**src/rtl/param_entry_pkg.sv**
```systemverilog
package param_entry_pkg;
  localparam int CHAR_W     = 7;
  localparam int NUM_CHARS  = 5;
  localparam int NUM_VDIG   = NUM_CHARS - 1;
  localparam int WORD_W     = CHAR_W * NUM_CHARS;
  localparam int VAL_W      = 14;
  localparam int SEL_CHAR   = NUM_CHARS - 1;

  localparam logic [3:0] SEL_AGE     = 4'd0;
  localparam logic [3:0] SEL_SEX     = 4'd1;
  localparam logic [3:0] SEL_WEIGHT  = 4'd2;
  localparam logic [3:0] SEL_VO2     = 4'd3;
  localparam logic [3:0] SEL_INTAKE  = 4'd4;
  localparam logic [3:0] SEL_DEFICIT = 4'd5;
  localparam logic [3:0] SEL_RESTORE = 4'd6;

  localparam logic [VAL_W-1:0] AGE_MAX    = VAL_W'(126);
  localparam logic [VAL_W-1:0] WEIGHT_MAX = VAL_W'(510);
  localparam logic [VAL_W-1:0] VO2_MAX    = VAL_W'(254);

  typedef struct packed {
    logic [VAL_W-1:0] age;
    logic [VAL_W-1:0] sex;
    logic [VAL_W-1:0] weight;
    logic [VAL_W-1:0] vo2;
    logic [VAL_W-1:0] intake;
    logic [VAL_W-1:0] deficit;
  } params_t;

  function automatic params_t default_params();
    params_t p;
    p.age     = VAL_W'(20);
    p.sex     = VAL_W'(0);
    p.weight  = VAL_W'(135);
    p.vo2     = VAL_W'(40);
    p.intake  = VAL_W'(2000);
    p.deficit = VAL_W'(100);
    return p;
  endfunction

  function automatic logic [VAL_W-1:0] clamp_to(input logic [VAL_W-1:0] v,
                                                input logic [VAL_W-1:0] lim);
    return (v > lim) ? lim : v;
  endfunction
endpackage

```
**src/rtl/ascii_char_decode.sv**
```systemverilog
module ascii_char_decode #(
  parameter int CHAR_W = 7
) (
  input  logic [CHAR_W-1:0] char_i,
  output logic              is_digit_o,
  output logic [3:0]        digit_o
);
  logic zone_ok;
  always_comb begin
    zone_ok    = (char_i[CHAR_W-1:4] == 3'b011);
    digit_o    = char_i[3:0];
    is_digit_o = zone_ok && (char_i[3:0] <= 4'd9);
  end
endmodule

```
**src/rtl/digit_combiner.sv**
```systemverilog
module digit_combiner #(
  parameter int NUM_DIGITS = 4,
  parameter int VAL_W      = 14
) (
  input  logic [NUM_DIGITS*4-1:0] digits_i,
  output logic [VAL_W-1:0]        value_o
);
  always_comb begin
    value_o = '0;
    for (int i = NUM_DIGITS - 1; i >= 0; i--) begin
      value_o = VAL_W'((value_o << 3) + (value_o << 1)) + VAL_W'(digits_i[i*4 +: 4]);
    end
  end
endmodule

```
**src/rtl/param_bank.sv**
```systemverilog
module param_bank
  import param_entry_pkg::*;
(
  input  logic             clk_i,
  input  logic             rst_ni,
  input  logic             wr_en_i,
  input  logic [3:0]       sel_i,
  input  logic [VAL_W-1:0] value_i,
  output params_t          params_o
);
  params_t params_q, params_d;

  always_comb begin
    params_d = params_q;
    if (wr_en_i) begin
      case (sel_i)
        SEL_AGE:     params_d.age     = clamp_to(value_i, AGE_MAX);
        SEL_SEX:     params_d.sex     = VAL_W'(value_i[0]);
        SEL_WEIGHT:  params_d.weight  = clamp_to(value_i, WEIGHT_MAX);
        SEL_VO2:     params_d.vo2     = clamp_to(value_i, VO2_MAX);
        SEL_INTAKE:  params_d.intake  = value_i;
        SEL_DEFICIT: params_d.deficit = value_i;
        SEL_RESTORE: params_d         = default_params();
        default:     params_d         = params_q;
      endcase
    end
  end

  always_ff @(posedge clk_i or negedge rst_ni) begin
    if (!rst_ni) params_q <= default_params();
    else         params_q <= params_d;
  end

  assign params_o = params_q;
endmodule

```
**src/rtl/param_entry_decoder.sv**
```systemverilog
module param_entry_decoder
  import param_entry_pkg::*;
(
  input  logic              clk_i,
  input  logic              rst_ni,
  input  logic              load_i,
  input  logic [WORD_W-1:0] word_i,
  output logic [VAL_W-1:0]  age_o,
  output logic [VAL_W-1:0]  sex_o,
  output logic [VAL_W-1:0]  weight_o,
  output logic [VAL_W-1:0]  vo2_o,
  output logic [VAL_W-1:0]  intake_o,
  output logic [VAL_W-1:0]  deficit_o
);
  logic [1:0]           rst_sync_q;
  logic                 rst_n_int;
  logic [NUM_CHARS-1:0] char_ok;
  logic [NUM_CHARS*4-1:0] char_val;
  logic                 word_ok;
  logic                 wr_en;
  logic [VAL_W-1:0]     value;
  params_t              params;

  // reset: assert asynchronously, release after two clock edges
  always_ff @(posedge clk_i or negedge rst_ni) begin
    if (!rst_ni) rst_sync_q <= 2'b00;
    else         rst_sync_q <= {rst_sync_q[0], 1'b1};
  end
  assign rst_n_int = rst_sync_q[1];

  for (genvar k = 0; k < NUM_CHARS; k++) begin : g_char
    ascii_char_decode #(.CHAR_W(CHAR_W)) u_char (
      .char_i     (word_i[k*CHAR_W +: CHAR_W]),
      .is_digit_o (char_ok[k]),
      .digit_o    (char_val[k*4 +: 4])
    );
  end

  assign word_ok = &char_ok;
  assign wr_en   = load_i && word_ok;

  digit_combiner #(.NUM_DIGITS(NUM_VDIG), .VAL_W(VAL_W)) u_comb (
    .digits_i (char_val[NUM_VDIG*4-1:0]),
    .value_o  (value)
  );

  param_bank u_bank (
    .clk_i    (clk_i),
    .rst_ni   (rst_n_int),
    .wr_en_i  (wr_en),
    .sel_i    (char_val[SEL_CHAR*4 +: 4]),
    .value_i  (value),
    .params_o (params)
  );

  assign age_o     = params.age;
  assign sex_o     = params.sex;
  assign weight_o  = params.weight;
  assign vo2_o     = params.vo2;
  assign intake_o  = params.intake;
  assign deficit_o = params.deficit;
endmodule

```
**config.mk**
```make
export PLATFORM = sky130hd
export DESIGN_NAME = param_entry_decoder
export DESIGN_NICKNAME = d
export VERILOG_FILES = /design/src/rtl/param_entry_pkg.sv /design/src/rtl/ascii_char_decode.sv /design/src/rtl/digit_combiner.sv /design/src/rtl/param_bank.sv /design/src/rtl/param_entry_decoder.sv
export SDC_FILE = /design/constraint.sdc
export NUM_CORES = 1
export LEC_CHECK = 0
export BUFFER_PORTS_ARGS = -buffer_cell sky130_fd_sc_hd__buf_2
export CORE_MARGIN = 2
export CORE_UTILIZATION = 25
export CTS_BUF_LIST = sky130_fd_sc_hd__clkbuf_2 sky130_fd_sc_hd__clkbuf_4 sky130_fd_sc_hd__clkbuf_8
export DETAILED_ROUTE_END_ITERATION = 8
export HOLD_SLACK_MARGIN = 0.03
export SETUP_SLACK_MARGIN = 0.5
export SYNTH_ARGS = -nofsm -noshare
export SYNTH_HDL_FRONTEND = slang
export SYNTH_SLANG_ARGS = --single-unit
```
**constraint.sdc**
```tcl
create_clock -name clk_i -period 3.7 [get_ports clk_i]
set_clock_uncertainty 0.1 [all_clocks]
set_input_delay 0.555 -clock clk_i [delete_from_list [all_inputs] [get_ports clk_i]]
set_output_delay 0.555 -clock clk_i [all_outputs]
set_load 0.02 [all_outputs]
```
==> results.py <==
metrics = {
    "sta": {
        "grt_setup_unrepaired": "true",
        "min_period_over_period_pct": 139.1,
        "whs_ns": 0.2578,
        "slew_headroom_pct": 38.08,
        "tightest_slew_ns": 0.9288,
        "finalWorstSetupSlack_ns": -1.448,
        "final-hold-violation-count": 0,
        "fmax_ghz": 0.1943,
        "slew_violations": 0,
        "period_needed_ns": 5.148,
        "setup_viol": 40,
    },
    "setup_path": {
        "critPathSlowestCell": "fa_2",
        "crit_fanout": 6,
        "path_common_cell": "ha_4",
        "cp.required_ns": 3.83,
        "critical-path-max-stage-delay_ns": 0.57,
        "path_cells": "buf_8, inv_8, fa_1, inv_2, fa_2, ha_4, ha_4, nor2b_4, o31a_1, o21a_1, nor2_1, xnor2_1, ha_2, ha_4, a21o_1, a21oi_2, o21ba_1, o21a_1, xor2_2, xnor2_4, and4bb_4, a22o_1",
        "worst-setup-path-type": "input pin to register",
        "cp-start-kind": "input pin",
        "critical_path_arrival_ns": 5.28,
        "critical_path.endpoint_type": "register",
    },
    "logic_synthesis": {
        "yosysMostFrequentCell": "dfrtp_1",
        "synth_top_area_share_pct": 30.65,
        "ys.flop_type": "dfrtp_1",
        "netlist_area_um2": 4572,
        "synth_area_leaders": "dfrtp_1 (31%), ha_1 (10%), dfstp_2 (9.8%), nand2_1 (3.6%), o21ai_0 (3.3%)",
        "synth-simple-area-share_pct": 17.95,
        "yosys.area.top_type": "dfrtp_1",
        "ys_seq_area_share_pct": 40.42,
        "synth_top_family_by_area": "simple AND/OR/NAND/NOR gates",
        "netlist_top_cells_count": "dfrtp_1 (56), nand2_1 (44), ha_1 (38), nor2_1 (36), inv_1 (34)",
        "yosysUniqueCellTypes": 56,
        "synth-compound-area-share_pct": 15.85,
        "yosysWarnings": 0,
        "synth_cells": 484,
        "synth_adder_area_share_pct": 13.03,
        "avgSynthCellArea_um2": 9.446,
        "muxShareOfSynthArea_pct": 0.2189,
        "synth_edf_count": 0,
        "synth_seq_cells": 73,
        "synth-async-reset-ratio_pct": 100.0,
        "synth_xor_area_share_pct": 5.911,
    },
    "floorplanning": {
        "row_count": 49,
        "die_area_um2": 19390,
        "initial_core_util_pct": 25.45,
        "boundaryPins": 122,
        "core-area_um2": 17960,
        "die_w_um": 139.2,
        "dieHeight_um": 139.2,
    },
    "drt": {
        "ant_nets": 0,
        "postRouteWirelength_um": 13490,
        "drtPass1Iterations": 4,
        "dr_total_vias": 4245,
        "drc": 0,
        "wl_per_cell_um": 14.39,
        "viasPerCell": 4.526,
        "drtIter0Drc": 185,
    },
    "global_routing": {
        "grt_start_max_net_pins": 72,
        "overflow": 0,
        "grt_pass1_vias": 4226,
        "grt.total_usage_pct": 13.75,
        "antenna_found_initial": 0,
        "grt_pass1_wl_um": 21670,
    },
    "clock_network": {
        "cts-buffers-inserted": 9,
        "clock-root-buffer": "clkbuf_8",
        "clk_path_buf_depth": 2,
        "path_clk_slew_ns": 0.08,
        "cts_tree": "built",
        "clk_latency_ns": 0.34,
        "htree_levels": 3,
        "clock_sinks": 73,
    },
    "pwr": {
        "internal_power_mw": 5.743,
        "clkPwrFrac_pct": 7.3,
        "combPwrFrac_pct": 84.3,
        "p_seq_share_pct": 8.3,
        "peakVddDrop_mv": 1.162,
        "swShare_pct": 40.16,
        "netSwitchingPower_mw": 3.855,
        "powerDensity_nw_per_um2": 1293,
        "leakagePower_nw": 3.594,
    },
    "final_layout": {
        "finalInstanceArea_um2": 7422,
        "diodes": 0,
        "drive_above_1_share_pct": 53.74,
        "num-nets-final": 786,
        "fillCellCount": 1693,
        "areaGrowthSynthToFinish_pct": 62.34,
        "multi_input_area_um2": 3342,
        "regArea_um2": 1849,
        "instances_no_fill": 938,
    },
    "status": {
        "violations": "setup timing",
        "status": "finished, violations left",
    },
    "placed_design": {
        "hpwl_um": 10120,
        "dp_cells": 889,
        "io_buffers": 108,
        "placed_area_um2": 6216,
        "gp_congestion": 0.8465,
        "post-place-ws_ns": -2.074,
    },
    "run": {
        "max_cap_viol_count": 0,
    },
    "worst_hold_path": {
        "hold_class": "register to register",
    },
}
-- cells by family after synthesis --
logic type / Yosys count
AND/OR/NAND/NOR: 153
AO/OA/AOI/OAI: 119
other: 2
multiplexers: 1
flip-flops: 73
XOR/XNOR: 30
buffers and inverters: 62
adder cells (fa/ha/maj): 44
-- metal layers --
| metal | part of all wire, % | track usage [%] | vias to the layer above | wire length, um |
|---|---|---|---|---|
| met5 | 0 | 0 | - | 0 |
| met4 | 1.4 | 3.243 | 0 | 191 |
| met3 | 5.0 | 1.961 | 11 | 675 |
| met2 | 48 | 22.68 | 107 | 6533 |
| met1 | 45 | 19.14 | 2042 | 6094 |
| li1 | - | - | 2085 | - |
-- power groups by stage --
stage	Clock, mW	Sequential (mW)	Combinational (mW)
6_report	0.705	0.800	8.09
3_3_place_gp	0	0.815	4.91
2_1_floorplan	0	0.825	2.80
3_5_place_dp	0	0.815	4.96
4_1_cts	0.720	0.800	6.74
5_1_grt	0.762	0.800	8.63
-- registers in the layout (all words and copies together) (netlist names) --
signal	count
u_bank.params_o	71
rst_sync_q	2
-- final timing paths --
kind / from / endpoint / slack (ns) / cells after the start
max: word_i[23] / u_bank.params_o[70]$_DFFE_PN0P_ / -1.45 / 22
min: rst_sync_q[0]$_DFF_PN0_ / rst_sync_q[1]$_DFF_PN0_ / 0.26 / 0
max reg2reg: rst_sync_q[1]$_DFF_PN0_ / u_bank.params_o[37]$_DFFE_PN0P_ / 2.50 / 1
min reg2reg: rst_sync_q[0]$_DFF_PN0_ / rst_sync_q[1]$_DFF_PN0_ / 0.26 / 0
max in group asynchronous: rst_sync_q[1]$_DFF_PN0_ / u_bank.params_o[37]$_DFFE_PN0P_ / 2.50 / 1
min in group asynchronous: rst_sync_q[1]$_DFF_PN0_ / u_bank.params_o[10]$_DFFE_PN0P_ / 0.36 / 1
-- critical path: cells and delay by family --
kind                       cells  cell delay, ns
and+or+nand+nor                3            0.56
adders and majority gates      6            2.01
buffers and inverters          3            0.18
AOI/OAI and AO/OA              7            1.36
xor gates and xnor gates       3            0.62
-- cell usage in the layout, fill, tap and decap left out, drive strengths merged, types with 8 or more instances in the layout --
| cell type | n |
|---|---|
| nor3 | 9 |
| and2 | 9 |
| buf | 224 |
| inv | 35 |
| a21o | 9 |
| conb | 14 |
| clkbuf | 10 |
| a21oi | 29 |
| nand3 | 8 |
| nor2 | 36 |
| xor2 | 13 |
| o21ai | 46 |
| nand2 | 44 |
| o21a | 11 |
| nor2b | 18 |
| dfrtp | 56 |
| xnor2 | 17 |
| dfstp | 17 |
| ha | 38 |
-- what timing repair did --
action,CTS,global route
buffers inserted,21,11
setup endpoints to repair,44,45
endpoints found under the hold margin,2,0
hold buffers,1,0
gates resized for setup,75,77
pin swaps,47,57
-- through the flow --
stage / setup TNS [ns] / util (%) / power (mW)
floorplan: -48.49 / - / 3.630
global placement: -64.69 / 34.60 / 5.729
detailed placement: -67.41 / 34.60 / 5.771
CTS: -42.65 / 38.77 / 8.263
global route: -52.32 / 41.32 / 10.19
finish: -44.96 / 41.32 / 9.598
-- cell type report --
cell class / instances / area share, %
clock buffer: 10 / 1.770
clock inverter: 6 / 1.214
inverter: 34 / 1.888
multi-input combinational: 361 / 45.03
sequential: 73 / 24.92
tap: 229 / 3.860
timing repair buffer: 225 / 21.33
(Power assumes the default switching activity.)
